[src/rtl/motion_prereg_pkg.sv]
package motion_prereg_pkg;
  localparam int NUM_FIELDS = 11;

  typedef enum int {
    FLD_TRAVEL    = 0,
    FLD_V_START   = 1,
    FLD_V_TOP     = 2,
    FLD_ACC_RATE  = 3,
    FLD_DEC_RATE  = 4,
    FLD_V_MULT    = 5,
    FLD_RAMP_DN   = 6,
    FLD_MODE      = 7,
    FLD_INTERP    = 8,
    FLD_S_ACC     = 9,
    FLD_S_DEC     = 10
  } field_e;

  localparam int CMD_ADDR  = 11;
  localparam int STAT_ADDR = 12;

  // command bits
  localparam int CMD_START_BIT   = 0;
  localparam int CMD_IRQ_CLR_BIT = 1;
  localparam int CMD_OVR_CLR_BIT = 2;

  // status bits
  localparam int ST_PEND_BIT = 0;
  localparam int ST_RUN_BIT  = 1;
  localparam int ST_IRQ_BIT  = 2;
  localparam int ST_OVR_BIT  = 3;
  localparam int ST_W        = 4;
endpackage

[src/rtl/prereg_bank.sv]
module prereg_bank #(
  parameter int N = 11,
  parameter int W = 24
) (
  input  logic         clk_i,
  input  logic         rst_ni,
  input  logic [N-1:0] wr_en_i,
  input  logic [W-1:0] wr_data_i,
  input  logic         commit_i,
  output logic [N*W-1:0] pre_o,
  output logic [N*W-1:0] work_o
);
  for (genvar g = 0; g < N; g++) begin : g_field
    logic [W-1:0] pre_q, work_q;

    always_ff @(posedge clk_i or negedge rst_ni) begin
      if (!rst_ni) pre_q <= '0;
      else if (wr_en_i[g]) pre_q <= wr_data_i;
    end

    // working copy takes the pre-edge shadow value
    always_ff @(posedge clk_i or negedge rst_ni) begin
      if (!rst_ni) work_q <= '0;
      else if (commit_i) work_q <= pre_q;
    end

    assign pre_o[g*W +: W]  = pre_q;
    assign work_o[g*W +: W] = work_q;
  end
endmodule

[src/rtl/start_sequencer.sv]
module start_sequencer (
  input  logic clk_i,
  input  logic rst_ni,
  input  logic start_req_i,
  input  logic irq_clr_i,
  input  logic ovr_clr_i,
  input  logic done_i,
  output logic commit_o,
  output logic start_o,
  output logic pending_o,
  output logic running_o,
  output logic irq_o,
  output logic overrun_o
);
  logic pending_q, running_q, irq_q, overrun_q, start_q;
  logic commit;

  assign commit = pending_q & (~running_q | done_i);

  always_ff @(posedge clk_i or negedge rst_ni) begin
    if (!rst_ni) begin
      pending_q <= 1'b0;
      running_q <= 1'b0;
      irq_q     <= 1'b0;
      overrun_q <= 1'b0;
      start_q   <= 1'b0;
    end else begin
      start_q <= commit;

      if (commit) pending_q <= 1'b0;
      else if (start_req_i) pending_q <= 1'b1;

      if (commit) running_q <= 1'b1;
      else if (done_i) running_q <= 1'b0;

      // set has priority over clear
      if (done_i && running_q && !pending_q) irq_q <= 1'b1;
      else if (irq_clr_i) irq_q <= 1'b0;

      if (start_req_i && pending_q) overrun_q <= 1'b1;
      else if (ovr_clr_i) overrun_q <= 1'b0;
    end
  end

  assign commit_o  = commit;
  assign start_o   = start_q;
  assign pending_o = pending_q;
  assign running_o = running_q;
  assign irq_o     = irq_q;
  assign overrun_o = overrun_q;
endmodule

[src/rtl/host_readback.sv]
module host_readback #(
  parameter int N      = 11,
  parameter int W      = 24,
  parameter int ADDR_W = 4,
  parameter int STAT_A = 12,
  parameter int ST_W   = 4
) (
  input  logic [ADDR_W-1:0] addr_i,
  input  logic [N*W-1:0]    pre_i,
  input  logic [ST_W-1:0]   status_i,
  output logic [W-1:0]      rdata_o
);
  always_comb begin
    rdata_o = '0;
    if (int'(addr_i) < N) rdata_o = pre_i[int'(addr_i)*W +: W];
    else if (int'(addr_i) == STAT_A) rdata_o[ST_W-1:0] = status_i;
  end
endmodule

[src/rtl/motion_prereg.sv]
module motion_prereg
  import motion_prereg_pkg::*;
#(
  parameter int PARAM_W = 24,
  parameter int ADDR_W  = 4
) (
  input  logic                       clk_i,
  input  logic                       rst_ni,
  input  logic                       host_we_i,
  input  logic [ADDR_W-1:0]          host_addr_i,
  input  logic [PARAM_W-1:0]         host_wdata_i,
  output logic [PARAM_W-1:0]         host_rdata_o,
  input  logic                       eng_done_i,
  output logic                       eng_start_o,
  output logic [NUM_FIELDS*PARAM_W-1:0] eng_params_o,
  output logic                       irq_o
);
  localparam int N = NUM_FIELDS;

  logic [N-1:0]         fld_we;
  logic                 cmd_we;
  logic                 commit;
  logic                 pending_q, running_q, overrun_q;
  logic [N*PARAM_W-1:0] pre_flat;
  logic [ST_W-1:0]      status;

  for (genvar g = 0; g < N; g++) begin : g_dec
    assign fld_we[g] = host_we_i && (int'(host_addr_i) == g);
  end
  assign cmd_we = host_we_i && (int'(host_addr_i) == CMD_ADDR);

  prereg_bank #(.N(N), .W(PARAM_W)) u_bank (
    .clk_i    (clk_i),
    .rst_ni   (rst_ni),
    .wr_en_i  (fld_we),
    .wr_data_i(host_wdata_i),
    .commit_i (commit),
    .pre_o    (pre_flat),
    .work_o   (eng_params_o)
  );

  start_sequencer u_seq (
    .clk_i      (clk_i),
    .rst_ni     (rst_ni),
    .start_req_i(cmd_we && host_wdata_i[CMD_START_BIT]),
    .irq_clr_i  (cmd_we && host_wdata_i[CMD_IRQ_CLR_BIT]),
    .ovr_clr_i  (cmd_we && host_wdata_i[CMD_OVR_CLR_BIT]),
    .done_i     (eng_done_i),
    .commit_o   (commit),
    .start_o    (eng_start_o),
    .pending_o  (pending_q),
    .running_o  (running_q),
    .irq_o      (irq_o),
    .overrun_o  (overrun_q)
  );

  always_comb begin
    status              = '0;
    status[ST_PEND_BIT] = pending_q;
    status[ST_RUN_BIT]  = running_q;
    status[ST_IRQ_BIT]  = irq_o;
    status[ST_OVR_BIT]  = overrun_q;
  end

  host_readback #(
    .N(N), .W(PARAM_W), .ADDR_W(ADDR_W), .STAT_A(STAT_ADDR), .ST_W(ST_W)
  ) u_rb (
    .addr_i  (host_addr_i),
    .pre_i   (pre_flat),
    .status_i(status),
    .rdata_o (host_rdata_o)
  );
endmodule

[config.mk]
export PLATFORM = sky130hd
export DESIGN_NAME = motion_prereg
export DESIGN_NICKNAME = d
export VERILOG_FILES = /design/src/rtl/motion_prereg_pkg.sv /design/src/rtl/prereg_bank.sv /design/src/rtl/start_sequencer.sv /design/src/rtl/host_readback.sv /design/src/rtl/motion_prereg.sv
export SDC_FILE = /design/constraint.sdc
export NUM_CORES = 1
export LEC_CHECK = 0
export CORE_MARGIN = 5
export CORE_UTILIZATION = 55
export DETAILED_ROUTE_END_ITERATION = 6
export PLACE_DENSITY = 0.92
export SYNTH_ARGS = -nofsm -noshare
export SYNTH_HDL_FRONTEND = slang
export SYNTH_HIERARCHICAL = 1
export SYNTH_SLANG_ARGS = --single-unit
[constraint.sdc]
create_clock -name clk_i -period 1.99 [get_ports clk_i]
set_input_delay 0.199 -clock clk_i [delete_from_list [all_inputs] [get_ports clk_i]]
set_output_delay 0.199 -clock clk_i [all_outputs]
set_load 0.03 [all_outputs]
**Yosys cells after proc, flatten, opt, wreduce, memory -nomap -nowiden**

Index checks and enable logic that the tools add are counted.
W data, S select, Z words.

- Add/subtract/negate cells: 0
- Multiply operators: 1
- Div/mod/pow operators: 0
- Magnitude comparators: 1
- Eq/ne operators: 12
- Shift-type cells: 1
- Muxes and demuxes: 11
- Bitwise logic cells: 3
- Reductions and logical operators: 24

Operator list:

| operator | number |
|---|---|
| $shiftx A264 B32 Y24 | 1 |
| $eq A4 B4 Y1 const B | 8 |
| $mux W20 | 1 |
| $logic_and A1 B1 Y1 | 18 |
| $eq A4 B3 Y1 const B | 3 |
| $mux W1 | 8 |
| $mux W4 | 2 |
| $reduce_bool A2 Y1 | 4 |
| $mul A4 B2 Y6 const B | 1 |
| $eq A4 B2 Y1 const B | 1 |
| $logic_not A4 Y1 | 1 |
| $lt A4 B4 Y1 const B | 1 |
| $and A1 B1 Y1 | 1 |
| $logic_not A1 Y1 | 1 |
| $not A1 Y1 | 1 |
| $or A1 B1 Y1 | 1 |

- Register bits after elaboration: 533
- Latch bits: 0
- Bits in writable memories: 0
- Bits in read-only memories: 0
- Input port bits: 32
- Output and inout port bits: 290
- Word-level logic and storage cells: 80
- Memories kept: 0

**Depth between registers and ports, before layout**

- Depth in word-level cells: 5
- Gate-level depth with buffers: 8
- Gate-level depth less buffers: 4

**Modules after synthesis**

Netlist, hierarchy kept.

By module, submodules not included:

| module | instances | cells each | area an instance (µm²) | seq. area each (µm²) |
|---|---|---|---|---|
| prereg_bank | 1 | 1,142 | 19,827.8 | 13,212.7 |
| host_readback | 1 | 260 | 2,324.7 | 0.0 |
| start_sequencer | 1 | 16 | 193.9 | 125.1 |
| motion_prereg | 1 | 25 | 128.9 | 0.0 |

**Worst setup path after synthesis**

OpenSTA, ideal clock, no wires.

- Path kind: in2out
- Start point: in host_addr_i[1]
- End point: out host_rdata_o[4]
- Arrival: 1.689 ns
- Data required time: 1.791 ns
- Slack: 0.102 ns
- Cell stages on the path: 8
- Path buffers: 4
- Cell sequence: buf_6 buf_12 buf_6 buf_4 mux2i_1 nor2_1 a21oi_1 o21ai_0

- Longest elaborated chain between the ends: 3
- Elaborated cells on any way between the ends: 4
- Classes of those cells: mul (1); order compare (1); shift (1); mux (1)

Ends and longest elaborated chain:

| item | line | RTL |
|---|---|---|
| from (decl) | motion_prereg.sv:10 | `input logic [ADDR_W-1:0] host_addr_i,` |
| $mul A4 B2 Y6 | host_readback.sv:15 | `if (int'(addr_i) < N) rdata_o = pre_i[int'(addr_i)*W +: W];` |
| $shiftx A264 B32 Y24 | host_readback.sv:15 |  |
| $mux W20 * | host_readback.sv:15 |  |
| to (decl) | motion_prereg.sv:12 | `output logic [PARAM_W-1:0] host_rdata_o,` |

Mark *: on every way between the ends. The rest lies on a longest branch, timed or not.

**Worst setup path after layout**

- Start point: reg u_bank.g_field[0].pre_q[2]
- End point: out host_rdata_o[2]

- Longest elaborated chain between the ends: 2

Ends and longest elaborated chain:

| item | line | RTL |
|---|---|---|
| from (decl) | prereg_bank.sv:14 | `logic [W-1:0] pre_q, work_q;` |
| from (signal assigned) | prereg_bank.sv:18 | `else if (wr_en_i[g]) pre_q <= wr_data_i;` |
| $shiftx A264 B32 Y24 | host_readback.sv:15 |  |
| $mux W4 | host_readback.sv:15 |  |

Every way passes these cells.

==> summary.md <==
| Metric | Value |
|---|---|
| Ports | 322 |
| Post-route setup slack | -0.311 ns |
| Pwr dens | 1160 nW/um^2 |
| Placed cells | 2,275 |
| Detailed placement HPWL | 42,200 um |
| Mapped Cells | 1,443 |
| Area of the mapped netlist | 22,500 um^2 |
| Worst-path clk slew | 0.06 ns |
| Syn. warnings | 6 |
| R2R Setup Slk | 0.32 ns |
| Vias in the first global route | 16,100 |
| Die Area | 45,000 um^2 |
| Share of the clock period used by the worst path after layout | 116% |
| Leakage power | 13.1 nW |
| Global-route wire length before repair | 99,900 um |
| CTS tree | done |
| TritonCTS Buffers | 52 |
| Syn nets | 1,475 |
| Avg Vias per Cell | 6.00 |
| Worst skew pair latency | 0.59 ns |
| Tmin final | 2.30 ns |
| Port Buf Inserts | 321 |
| Yosys reg bits | 533 |
| Slew headroom | 63.5% |
| Clk root buf | clkbuf_16 |
| RSZ-0062 raised after global routing | true |
| # H-tree levels | 2 |
| WL/cell | 26.9 um |
| DRT Pass-1 Iters | 5 |
| Largest net degree at the start of global routing | 81 |
| P&R area growth vs syn | 30.1% |
| F_max | 435 MHz |
| # rows | 74 |
| Largest family of logic cells by synthesized area | multiplexers |
| Grt ovf | 0 |
| Initial Util | 55.3% |
| Detailed-route via count | 14,700 |
| Post-Synth XOR/XNOR Area | 0% |
| GRT Util Overall | 29.1% |
| Critical path launch point type | register |
| Worst setup EP type | output pin |
| Core outline area | 40,600 um^2 |
| Max cap viols | 0 |
| Failing checks | negative setup slack |
| Fin. max-slew vios | 0 |
| Inserted Diodes | 0 |
| Final setup viols | 24 |
| Distinct cells, synth | 33 |
| Hold Path Class | in -> async |
| Drt drc | 0 |
| Sequential share of the synthesized area | 59.3% |
| CP arrival | 2.10 ns |
| CP required | 1.79 ns |
| Die W | 212 um |
| Layout Cells excl Fill | 2,446 |
| Simple-gate share of the synthesized area | 1.53% |
| Mean post-synth cell area | 15.6 um^2 |
| Die height | 212 um |
| Max FO, Critical Path | 3 |
| Nets@finish | 1,910 |
| Antenna Nets Post-Route | 0 |
| Final Util | 71.9% |
| # fillers | 2,386 |
| Status | finished, violations left |
| Fraction of layout cells with a size suffix above 1 | 47.6% |
| Antenna violations before repair | 0 |
| Worst-Margin Slew | 0.546 ns |
| Final wirelength | 65,800 um |
| Final Hold Vio Count | 0 |
| Compound-Gate Fraction of Synth Area | 2.66% |
| Routability Congestion | 0.863 |
| Mux cell area share after synthesis | 32.4% |
| Skew final | 0.0141 ns |
| 1st-iter DRT viols | 1,156 |
| VDD IR max | 0.831 mV |
| Clock buffer depth | 3 |
| Kind of critical path | reg -> out |
| Synth Area in Adders | 0% |
| Clk sinks | 533 |
[repair_timing]
action	in CTS	in global routing
hold buffers	1	0
gates resized for setup	61	14
pin swaps	12	11
buffers inserted	69	11
setup endpoints to repair	24	24
hold endpoints to repair	355	0
[sequential cells by signal, indices dropped and copies added, names as in the netlist]
signal / count
u_bank/g_field.pre_q: 264
u_seq/pending_o: 1
u_seq/irq_o: 1
u_bank/g_field.work_q: 264
u_seq/running_o: 1
u_seq/start_o: 1
u_seq/overrun_o: 1
[per-stage QoR]
| stage | setup TNS (ns) | hold slack (ns) | worst slack [ns] | total power, W | area, um^2 |
|---|---|---|---|---|---|
| after CTS | -4.67 | 0.0914 | -0.339 | 0.0338 | 29100 |
| after global placement | -9.12 | 0.121 | -0.117 | 0.0231 | 26700 |
| after global routing | -5.33 | 0.133 | -0.361 | 0.0352 | 29200 |
| after detailed placement | -14.07 | 0.113 | -0.153 | 0.0236 | 26700 |
| after floorplan | 0 | -0.0966 | 0.102 | 0.0195 | 22500 |
| final | -4.11 | 0.108 | -0.311 | 0.0340 | 29200 |
[synthesized netlist by cell type]
| library cell | n | area (um^2) |
|---|---|---|
| mux2_2 | 538 | 6060 |
| dfrtp_1 | 533 | 13300 |
| mux2i_1 | 45 | 450 |
| clkbuf_1 | 40 | 150 |
| nor2_1 | 32 | 120 |
| buf_2 | 29 | 145 |
| a31oi_1 | 24 | 150 |
| clkbuf_8 | 23 | 317 |
| mux4_2 | 21 | 473 |
| a21oi_1 | 20 | 100 |
| o221ai_1 | 20 | 175 |
| buf_4 | 16 | 120 |
| o21ai_1 | 14 | 70.1 |
| buf_6 | 12 | 135 |
| nand2_1 | 12 | 45.0 |
| mux2_1 | 10 | 113 |
| mux4_1 | 7 | 184 |
| o21ai_0 | 7 | 35.0 |
| nor2b_1 | 6 | 37.5 |
| a211oi_1 | 4 | 30.0 |
| a21o_1 | 4 | 30.0 |
| nand2b_1 | 4 | 25.0 |
| or2_0 | 4 | 25.0 |
| inv_1 | 3 | 11.3 |
| nand3_1 | 3 | 15.0 |
| nand3b_1 | 3 | 22.5 |
| buf_12 | 2 | 40.0 |
| nor3_1 | 2 | 10.0 |
| and2_4 | 1 | 8.76 |
| nand2b_4 | 1 | 13.8 |
| nor3_2 | 1 | 10.0 |
| o22ai_1 | 1 | 6.26 |
| or3b_4 | 1 | 11.3 |
[cells in the final DEF (no fill, tap or decap), types with 4 or more instances in the layout]
cell type        instances
a31oi_1                 24
mux2_2                 538
clkbuf_8                 9
or2_0                    4
clkinv_2                11
mux4_2                  27
buf_12                  40
buf_4                  152
nand2_1                 12
a21o_1                   4
clkdlybuf4s50_1        292
a21oi_1                 20
mux2_1                  10
o221ai_2                20
dfrtp_1                533
clkbuf_16               53
buf_6                   16
nor2_1                  24
o21ai_2                 17
nor2_4                   8
clkbuf_1                14
mux2i_1                 45
[cells by family (layout without fill, tap and decap cells)]
group	count (synthesis)	count (layout)
buffers and inverters	125	596
AOI/OAI and AO/OA	94	94
DFF	533	533
muxes	621	621
and+or+nand+nor	70	70
[area by class of cell]
type | instances | area, um^2 | share of cell area (%)
flip-flops and latches | 533 | 13300 | 45.6
inverters | 3 | 11.3 | 0.0385
well taps | 532 | 666 | 2.28
clock inverters | 14 | 123 | 0.419
multi-input cells | 785 | 8520 | 29.1
clock buffers | 76 | 1500 | 5.14
repair buffers | 503 | 5070 | 17.4
[routing by layer]
layer	share of wire [%]	GRT usage [%]	vias to the layer above
li1	-	-	6084
met1	39	38.1	7639
met2	50	48.4	789
met3	7.6	5.90	173
met4	3.9	11.4	0
met5	0	0	-
[final timing paths]
kind                                                           from                                       end  cells past startpoint
min reg2reg                u_bank/g_field[9].work_q[16]$_DFFE_PN0P_  u_bank/g_field[9].work_q[16]$_DFFE_PN0P_                      1
min in group clk_i                                   host_addr_i[1]               u_seq/pending_o$_DFFE_PN0P_                      6
max                          u_bank/g_field[0].pre_q[2]$_DFFE_PN0P_                           host_rdata_o[2]                      5
min                                                          rst_ni  u_bank/g_field[7].work_q[19]$_DFFE_PN0P_                      2
max in group asynchronous                                    rst_ni   u_bank/g_field[3].work_q[9]$_DFFE_PN0P_                      4
max reg2reg                             u_seq/running_o$_DFFE_PN0P_  u_bank/g_field[8].work_q[18]$_DFFE_PN0P_                      5
[report_power, final]
part           internal (W)  total [W]  leakage [nW]  switching [W]
Sequential           0.0131     0.0149          6.83        0.00182
Clock               0.00546    0.00957         0.806        0.00411
Combinational       0.00469    0.00950          5.44        0.00482
Total                0.0233     0.0340          13.1         0.0107
[worst max-delay path, stage by stage, from the launching register on]
cell and delay [ns]:
dfrtp_1 0.41, mux4_2 0.47, nor2b_4 0.16, a211oi_2 0.20
a31oi_1 0.08, buf_4 0.20
(Power assumes the default switching activity.)
